## config.mk

```make
export PLATFORM = sky130hd
export DESIGN_NAME = sync_serial_xcvr
export DESIGN_NICKNAME = d
export VERILOG_FILES = /design/src/rtl/sser_pkg.sv /design/src/rtl/sser_clkgen.sv /design/src/rtl/sser_shifter.sv /design/src/rtl/sync_serial_xcvr.sv
export SDC_FILE = /design/constraint.sdc
export NUM_CORES = 1
export LEC_CHECK = 0
export BUFFER_PORTS_ARGS = -buffer_cell sky130_fd_sc_hd__buf_2
export CORE_MARGIN = 3
export CORE_UTILIZATION = 57
export DETAILED_ROUTE_END_ITERATION = 12
export MAX_ROUTING_LAYER = met4
export PLACE_DENSITY = 0.78
export SYNTH_ARGS = -nofsm -noshare
export SYNTH_HDL_FRONTEND = slang
export SYNTH_SLANG_ARGS = --single-unit
```

## constraint.sdc

```tcl
create_clock -name clk -period 2.3 [get_ports clk]
set_input_delay 0.23 -clock clk [delete_from_list [all_inputs] [get_ports clk]]
set_output_delay 0.23 -clock clk [all_outputs]
set_load 0.01 [all_outputs]
```

## src/rtl/sser_pkg.sv

```systemverilog
package sser_pkg;
   // register addresses
   localparam logic ADDR_DATA = 1'b0;
   localparam logic ADDR_CTRL = 1'b1;
   // control bit positions
   localparam int CB_TX  = 0;
   localparam int CB_RX  = 1;
   localparam int CB_PIN = 2;
   localparam int CB_EXT = 3;
   // status bit positions
   localparam int SB_EMPTY = 0;
   localparam int SB_DONE  = 1;
   localparam int SB_FULL  = 2;

   typedef struct packed {
      logic ext_clk;
      logic pin_en;
      logic rx_en;
      logic tx_en;
   } sser_ctl_t;
endpackage

```

## src/rtl/sser_clkgen.sv

```systemverilog
module sser_clkgen #(
   parameter int DIV_HALF    = 2,
   parameter int SYNC_STAGES = 2,
   parameter int EXT_CLK_EN  = 1
) (
   input  logic clk,
   input  logic rst_n,
   input  logic run,
   input  logic ext_sel,
   input  logic sclk_in,
   output logic sclk_int,
   output logic sclk_in_hi,
   output logic fall_tick,
   output logic rise_tick
);
   localparam int CW = (DIV_HALF > 1) ? $clog2(DIV_HALF) : 1;

   if (DIV_HALF < 1) begin : g_bad_div
      $error("sser_clkgen: DIV_HALF must be at least 1");
   end
   if (SYNC_STAGES < 1) begin : g_bad_sync
      $error("sser_clkgen: SYNC_STAGES must be at least 1");
   end

   logic [CW-1:0] cnt_q;
   logic          int_expire;
   logic          ext_fall;
   logic          ext_rise;

   assign int_expire = run && !ext_sel && (cnt_q == CW'(DIV_HALF - 1));

   always_ff @(posedge clk or negedge rst_n) begin
      if (!rst_n) begin
         cnt_q    <= '0;
         sclk_int <= 1'b1;
      end else if (!run || ext_sel) begin
         cnt_q    <= '0;
         sclk_int <= 1'b1;
      end else if (int_expire) begin
         cnt_q    <= '0;
         sclk_int <= ~sclk_int;
      end else begin
         cnt_q    <= cnt_q + 1'b1;
      end
   end

   if (EXT_CLK_EN != 0) begin : g_ext
      logic [SYNC_STAGES:0] sync_q;
      always_ff @(posedge clk or negedge rst_n) begin
         if (!rst_n) sync_q <= '1;
         else        sync_q <= {sync_q[SYNC_STAGES-1:0], sclk_in};
      end
      assign sclk_in_hi = sync_q[SYNC_STAGES-1];
      assign ext_fall   =  sync_q[SYNC_STAGES] && !sync_q[SYNC_STAGES-1];
      assign ext_rise   = !sync_q[SYNC_STAGES] &&  sync_q[SYNC_STAGES-1];
   end else begin : g_no_ext
      logic unused_in;
      assign unused_in  = sclk_in;
      assign sclk_in_hi = 1'b1;
      assign ext_fall   = 1'b0;
      assign ext_rise   = 1'b0;
   end

   assign fall_tick = run && (ext_sel ? ext_fall : (int_expire &&  sclk_int));
   assign rise_tick = run && (ext_sel ? ext_rise : (int_expire && !sclk_int));
endmodule

```

## src/rtl/sser_shifter.sv

```systemverilog
module sser_shifter #(
   parameter int DATA_W = 8
) (
   input  logic              clk,
   input  logic              rst_n,
   input  logic              load,
   input  logic              abort,
   input  logic [DATA_W-1:0] load_data,
   input  logic              rx_arm,
   input  logic              fall_tick,
   input  logic              rise_tick,
   input  logic              rxd,
   output logic              busy,
   output logic              txd,
   output logic              armed,
   output logic              last_rise,
   output logic [DATA_W-1:0] rx_next
);
   localparam int CW = $clog2(DATA_W + 1);

   if (DATA_W < 2) begin : g_bad_width
      $error("sser_shifter: DATA_W must be at least 2");
   end

   logic [DATA_W-1:0] tx_sr;
   logic [DATA_W-1:0] rx_sr;
   logic [CW-1:0]     nfall;
   logic [CW-1:0]     nrise;
   logic              fall_ok;
   logic              rise_ok;

   // a fall is taken only when every earlier fall has been matched by a rise
   assign fall_ok   = busy && fall_tick && (nfall == nrise) && (nfall < CW'(DATA_W));
   assign rise_ok   = busy && rise_tick && (nfall != nrise);
   assign last_rise = rise_ok && (nrise == CW'(DATA_W - 1));
   assign rx_next   = {rxd, rx_sr[DATA_W-1:1]};

   always_ff @(posedge clk or negedge rst_n) begin
      if (!rst_n) begin
         busy  <= 1'b0;
         txd   <= 1'b1;
         armed <= 1'b0;
         tx_sr <= '0;
         rx_sr <= '0;
         nfall <= '0;
         nrise <= '0;
      end else if (abort) begin
         busy  <= 1'b0;
         armed <= 1'b0;
      end else if (load) begin
         busy  <= 1'b1;
         armed <= rx_arm;
         tx_sr <= load_data;
         nfall <= '0;
         nrise <= '0;
      end else begin
         if (fall_ok) begin
            txd   <= tx_sr[0];
            tx_sr <= {1'b0, tx_sr[DATA_W-1:1]};
            nfall <= nfall + 1'b1;
         end
         if (rise_ok) begin
            rx_sr <= rx_next;
            nrise <= nrise + 1'b1;
            if (last_rise) busy <= 1'b0;
         end
      end
   end
endmodule

```

## src/rtl/sync_serial_xcvr.sv

```systemverilog
module sync_serial_xcvr
   import sser_pkg::*;
#(
   parameter int DATA_W      = 8,
   parameter int DIV_HALF    = 2,
   parameter int SYNC_STAGES = 2,
   parameter int EXT_CLK_EN  = 1
) (
   input  logic              clk,
   input  logic              rst_n,
   input  logic              bus_wr,
   input  logic              bus_rd,
   input  logic              bus_addr,
   input  logic [DATA_W-1:0] bus_wdata,
   output logic [DATA_W-1:0] bus_rdata,
   input  logic              sclk_in,
   output logic              sclk_out,
   output logic              sclk_oe,
   input  logic              rxd,
   output logic              txd_out,
   output logic              txd_oe
);
   if (DATA_W < 4) begin : g_bad_width
      $error("sync_serial_xcvr: DATA_W must hold the 4 control bits");
   end

   sser_ctl_t         ctl_q;
   logic [DATA_W-1:0] tbuf_q;
   logic [DATA_W-1:0] rbuf_q;
   logic              tbuf_full;
   logic              rx_full;
   logic              shift_done;

   logic              ext_mode;
   logic              sclk_in_hi;
   logic              fall_tick;
   logic              rise_tick;
   logic              busy;
   logic              armed;
   logic              last_rise;
   logic [DATA_W-1:0] rx_next;
   logic              data_wr;
   logic              data_wr_ok;
   logic              ctrl_wr;
   logic              rd_data;
   logic              load;
   logic              abort;
   logic              rx_capture;
   logic              ext_new;
   logic              tx_take;

   assign ext_mode   = (EXT_CLK_EN != 0) && ctl_q.ext_clk;
   assign data_wr    = bus_wr && (bus_addr == ADDR_DATA);
   assign ctrl_wr    = bus_wr && (bus_addr == ADDR_CTRL);
   assign rd_data    = bus_rd && (bus_addr == ADDR_DATA);
   // with an external clock, buffer writes land only while the clock input is high
   assign data_wr_ok = data_wr && (!ext_mode || sclk_in_hi);
   assign load       = tbuf_full && ctl_q.tx_en && !busy;
   assign abort      = busy && !ctl_q.tx_en;
   assign rx_capture = last_rise && armed && ctl_q.rx_en;
   assign ext_new    = (EXT_CLK_EN != 0) && bus_wdata[CB_EXT];
   assign tx_take    = bus_wdata[CB_TX] && (ctl_q.tx_en || !ext_new || sclk_in_hi);

   sser_clkgen #(
      .DIV_HALF   (DIV_HALF),
      .SYNC_STAGES(SYNC_STAGES),
      .EXT_CLK_EN (EXT_CLK_EN)
   ) u_clkgen (
      .clk       (clk),
      .rst_n     (rst_n),
      .run       (busy),
      .ext_sel   (ext_mode),
      .sclk_in   (sclk_in),
      .sclk_int  (sclk_out),
      .sclk_in_hi(sclk_in_hi),
      .fall_tick (fall_tick),
      .rise_tick (rise_tick)
   );

   sser_shifter #(
      .DATA_W(DATA_W)
   ) u_shifter (
      .clk      (clk),
      .rst_n    (rst_n),
      .load     (load),
      .abort    (abort),
      .load_data(tbuf_q),
      .rx_arm   (ctl_q.rx_en),
      .fall_tick(fall_tick),
      .rise_tick(rise_tick),
      .rxd      (rxd),
      .busy     (busy),
      .txd      (txd_out),
      .armed    (armed),
      .last_rise(last_rise),
      .rx_next  (rx_next)
   );

   always_ff @(posedge clk or negedge rst_n) begin
      if (!rst_n) begin
         ctl_q      <= '0;
         tbuf_q     <= '0;
         tbuf_full  <= 1'b0;
         rbuf_q     <= '0;
         rx_full    <= 1'b0;
         shift_done <= 1'b1;
      end else begin
         if (ctrl_wr) begin
            ctl_q.tx_en   <= tx_take;
            ctl_q.rx_en   <= bus_wdata[CB_RX];
            ctl_q.pin_en  <= bus_wdata[CB_PIN];
            ctl_q.ext_clk <= ext_new;
         end
         if (data_wr_ok) begin
            tbuf_q    <= bus_wdata;
            tbuf_full <= 1'b1;
         end else if (load) begin
            tbuf_full <= 1'b0;
         end
         if (load)           shift_done <= 1'b0;
         else if (last_rise) shift_done <= 1'b1;
         if (rx_capture) begin
            rbuf_q  <= rx_next;
            rx_full <= 1'b1;
         end else if (rd_data) begin
            rx_full <= 1'b0;
         end
      end
   end

   always_comb begin
      bus_rdata = '0;
      if (bus_addr == ADDR_DATA) begin
         bus_rdata = rbuf_q;
      end else begin
         bus_rdata[SB_EMPTY] = !tbuf_full;
         bus_rdata[SB_DONE]  = shift_done;
         bus_rdata[SB_FULL]  = rx_full;
      end
   end

   assign txd_oe  = ctl_q.pin_en && ctl_q.tx_en;
   assign sclk_oe = ctl_q.pin_en && !ext_mode;
endmodule

```

; After elaboration in Yosys (flattened, before gate mapping)
; Index checks and enable logic that the tools add are counted.
[word_totals]
regBits = 55
in_bits = 15
output_inout_bits = 12
word_cells = 108
[op_classes]
muxes = 26
n_bitwise = 4
n_lt_le_gt_ge = 1
reduce_logical = 52
eq_ne = 3
n_addsub = 3
[ops]
columns = cell, count
row1 = $logic_and 1x1->1, 26
row2 = $mux 1, 18
row3 = $mux 4, 4
row4 = $mux 8, 2
row5 = $reduce_bool 2->1, 7
row6 = $add 4x1->4 const B, 2
row7 = $logic_not 1->1, 8
row8 = $reduce_and 2->1, 3
row9 = $reduce_and 3->1, 2
row10 = $reduce_bool 3->1, 2
row11 = $mux 5, 1
row12 = $eq 4x3->1 const B, 1
row13 = $eq 4x4->1, 1
row14 = $logic_or 1x1->1, 4
row15 = $lt 4x4->1 const B, 1
row16 = $ne 4x4->1, 1
row17 = $not 1->1, 4
row18 = $mux 3, 1
row19 = $add 1x1->1 const B, 1

; Depth between registers and ports, before layout
[depth]
word_depth = 13
depth_mapped = 6
ltp_nobuf = 5

; Cells and area by module
; From an unflattened synthesis, not the netlist that was laid out.
[hier_totals]
hier_cells = 220
area_unflattened_um2 = 2612.5
[modules_own_cells]
columns = mod, cells_each, area_per_inst_um2, instances, seq_area_each_um2
row1 = sser_shifter, 133, 1400.1, 1, 651.9
row2 = sync_serial_xcvr, 72, 997.2, 1, 576.8
row3 = sser_clkgen, 15, 215.2, 1, 130.1

; Worst setup path before layout
; Ideal clock, no wire load.
[synth_path]
path_type = register to register
from = reg ctl_q, in the netlist ext_mode
to = reg rbuf_q[0]
arrival_time_ns = 1.795
stages_incl_launch_ff = 7
path_buffers = 2
synth_period_minus_slack_ns = 1.920
setup_ns = 0.125
required_time_ns = 2.175
slack_ns = 0.380
cell_sequence = dfrtp_1 -> buf_6 -> or3b_4 -> a21o_1 -> or3_1 -> buf_6 -> mux2_4
[synth_between]
elab_chain_cells = 11
[synth_lines]
columns = item, line
row1 = start: declaration, sync_serial_xcvr.sv:27  ; sser_ctl_t ctl_q;
row2 = $logic_not 1->1, sser_clkgen.sv:30  ; assign int_expire = run && !ext_sel && (cnt_q == CW'(DIV_HALF - 1));
row3 = $logic_and 1x1->1 (2 in a row), sser_clkgen.sv:30
row4 = $logic_and 1x1->1, sser_clkgen.sv:65  ; assign rise_tick = run && (ext_sel ? ext_rise : (int_expire && !sclk_int));
row5 = $mux 1 *, sser_clkgen.sv:65
row6 = $logic_and 1x1->1 *, sser_clkgen.sv:65
row7 = $logic_and 1x1->1 * (2 in a row), sser_shifter.sv:34  ; assign rise_ok = busy && rise_tick && (nfall != nrise);
row8 = $logic_and 1x1->1 *, sser_shifter.sv:35  ; assign last_rise = rise_ok && (nrise == CW'(DATA_W - 1));
row9 = $logic_and 1x1->1 * (2 in a row), sync_serial_xcvr.sv:60  ; assign rx_capture = last_rise && armed && ctl_q.rx_en;
row10 = end signal: assignment, sync_serial_xcvr.sv:123  ; rbuf_q <= rx_next;
row11 = end: declaration, sync_serial_xcvr.sv:29  ; logic [DATA_W-1:0] rbuf_q;
; Mark *: on every way between the ends. The rest lies on a longest branch, timed or not.
; A chain may end at the register's enable or synchronous reset.

; Worst setup path after layout
[layout_path]
from = reg ctl_q, in the netlist ext_mode
to = reg rbuf_q[1]
; Same word-level chain as after synthesis.

==> results.toml <==
[run_status]
status = "completed"

[drt]
vias_per_cell = 5.80
avgRoutedWirePerCell_microns = 16.9
ant_nets = 0
firstDrtPassIters = 4
drt_iter0_markers = 152
drc_errors = 0
routed_wl_mm = 4.58
vias = 1572

[logic_synthesis]
synthCells = 186
synth_top_area_share_pct = 49.7
synth-edff-count = 0
ys.flop_type = "dfrtp_1"
syn-num-nets = 203
synth_common_cells = "48 x dfrtp_1, 21 x mux2_2, 12 x nand2_1"
yosysUniqueCellTypes = 46
syn-cell-area_sq_um = 2420
syn-mean-instance-area_sq_um = 13.0
synth.most_common_cell = "dfrtp_1"
ys_seq_area_share_pct = 56.2
synthArstFlopShare_pct = 100
yosysWarnings = 0
ys_ff_latch = 54
synth_area_leader_cell = "dfrtp_1"
synthTopCellsByArea = "dfrtp_1 50%, mux2_2 9.8%, dfstp_2 6.5%"

[sta]
fin_setup_tns_ps = 0
drv_slew = 0
fin_skew_ps = 10.4
finalSetupViolCount = 0
slew_headroom_pct = 64.8
final_hold_viol_count = 0
tightest_slew_ps = 528
post-route-period-util_pct = 93.2
fmax_mhz = 466
worst_slack_ps = 156
rsz0062_at_grt = "no"
period_needed_ps = 2140

[worst_setup_path]
path_max_fanout = 9
critPathLaunch = "ext_mode"
worstSetupStartpointType = "register"
arrival_ps = 2340
worstPathRequired_ps = 2490
r2r_start = "ext_mode"
rr_worst_depth = 4
r2r-end = "rbuf_q[1]"
critPathCapture = "rbuf_q[1]"
cp-end-kind = "register"
r2r_slack_ps = 160
path_class = "reg -> reg"

[global_route]
grt_usage_pct = 20.6
overflow = 0
grt_first_pass_wirelength_mm = 7.91
grt_max_degree = 35
first_global_vias = 1647
antenna_found_initial = 0

[clock_network]
cts-root-buf = "clkbuf_8"
tritoncts = "built"
clock_path_buffers = 2
clk-insertion-delay-late_ps = 300
clk_pin_slew_ps = 90
htreeDepth = 2
cts.sinks = 54
postCtsResizedCells = 0
cts_setup_buffers = 0
cts_made_buffers = 5

[pwr]
swShare_pct = 31.8
power.share.clock_pct = 21.4
switchingPower_uw = 773
p_comb_share_pct = 25.6
p_int_uw = 1660
total_power_uw = 2440
p_per_area_nw_per_um2 = 896
p_seq_share_pct = 53.0
p_leak_uw = 0.00129
vdd_drop_max_uv = 541

[cells_and_area]
diodes = 0
fill_cells = 291
syn2layout_area_growth_pct = 12.4
fin_util_pct = 66.9
final_area_sq_um = 2720
fin_nets = 237
drive_above_1_share_pct = 40.3

[die]
die-height_microns = 71.1
start_util_pct = 59.5
die_w_microns = 71.1
dieArea_sq_um = 5060
coreArea_sq_um = 4060
io_pins = 27
row_count = 23

[placement]
place_area_sq_um = 2620
dp_slack_ps = 164
dp_hpwl_mm = 3.37
globalplace.congestion = 0.828
io_buffers = 26

[flow_run]
cap_violations = 0

[worst_hold_path]
holdCritStartpoint = "sclk_in"
hold_path.class = "in -> reg"
min_delay_path_depth = 1
## critical path, cell delays in order, from the launching register on
cell	delay, ps
dfrtp_1	480
or3b_4	430
a21o_1	190
or3_1	550
mux2_4	390
## flip-flops by register name, summed over array words and instances, names as in the netlist, 3 cells and up
name,flops
u_shifter.tx_sr,8
rbuf_q,8
u_shifter.nrise,4
u_shifter.rx_sr,7
u_clkgen.g_ext.sync_q,3
tbuf_q,8
ctl_q,3
u_shifter.nfall,4
## placed cells by master (no fill, tap or decap), drive strengths merged, types with 2 or more instances in the layout
master / Yosys / final
or3: 9 / 9
mux2: 29 / 29
and3: 3 / 3
a21o: 2 / 2
clkbuf: 4 / 5
nand3: 5 / 5
dfrtp: 48 / 48
nand4: 2 / 2
xnor2: 4 / 4
buf: 2 / 32
o221a: 7 / 7
a21oi: 3 / 3
inv: 9 / 9
nor2b: 5 / 5
dfstp: 6 / 6
clkinv: 0 / 2
o21ai: 4 / 4
nand3b: 3 / 3
ha: 2 / 2
mux2i: 4 / 4
a211oi: 2 / 2
nand2: 13 / 13
## final cells by class
class	count	area, sq um	area share (%)
Clock buffer	5	68.8	2.53
Clock inverter	3	21.3	0.783
Inverter	9	33.8	1.24
Multi-Input combinational cell	117	986	36.3
Sequential cell	54	1360	50.0
Tap cell	50	62.6	2.30
Timing Repair Buffer	33	185	6.82
## kinds of logic after synthesis
family | after synthesis | share of synthesized area [%]
flops | 54 | 56.2
simple gates | 49 | 11.8
buf+inv | 15 | 2.95
mux | 33 | 16.4
fa+ha+maj | 2 | 1.04
compound gates | 28 | 9.74
xor+xnor | 5 | 1.81
## power groups by stage
| stage | combinational (uW) | clock (uW) | sequential (uW) |
|---|---|---|---|
| 2_1_floorplan | 437 | 0 | 1260 |
| 3_3_place_gp | 590 | 0 | 1290 |
| 3_5_place_dp | 619 | 0 | 1310 |
| 4_1_cts | 626 | 533 | 1290 |
| 5_1_grt | 689 | 577 | 1310 |
| 6_report | 623 | 521 | 1290 |
## repair_timing
item,in CTS,in global routing
hold buffers,1,0
setup endpoints to repair,0,0
hold endpoints to repair,16,0
## through the flow
step	cells	hold WS [ps]
after CTS	271	19.9
after detailed placement	262	200
after floorplan	186	-65.6
final	271	22.4
after global placement	262	179
after global routing	271	12.0
## worst min path at each step
| stage | to |
|---|---|
| detailed placement | rbuf_q[2] |
| CTS | u_clkgen.g_ext.sync_q[0] |
| global route | u_clkgen.g_ext.sync_q[0] |
| global placement | rx_full |
| finish | u_clkgen.g_ext.sync_q[0] |
| floorplan | ctl_q[0] |
## per-layer routing
layer	share of wire (%)	GRT usage, %
met4	2.2	6.68
met3	4.4	4.69
met2	47	31.0
met5	0	-
met1	47	28.0
Power figures use the tool's default switching activity.
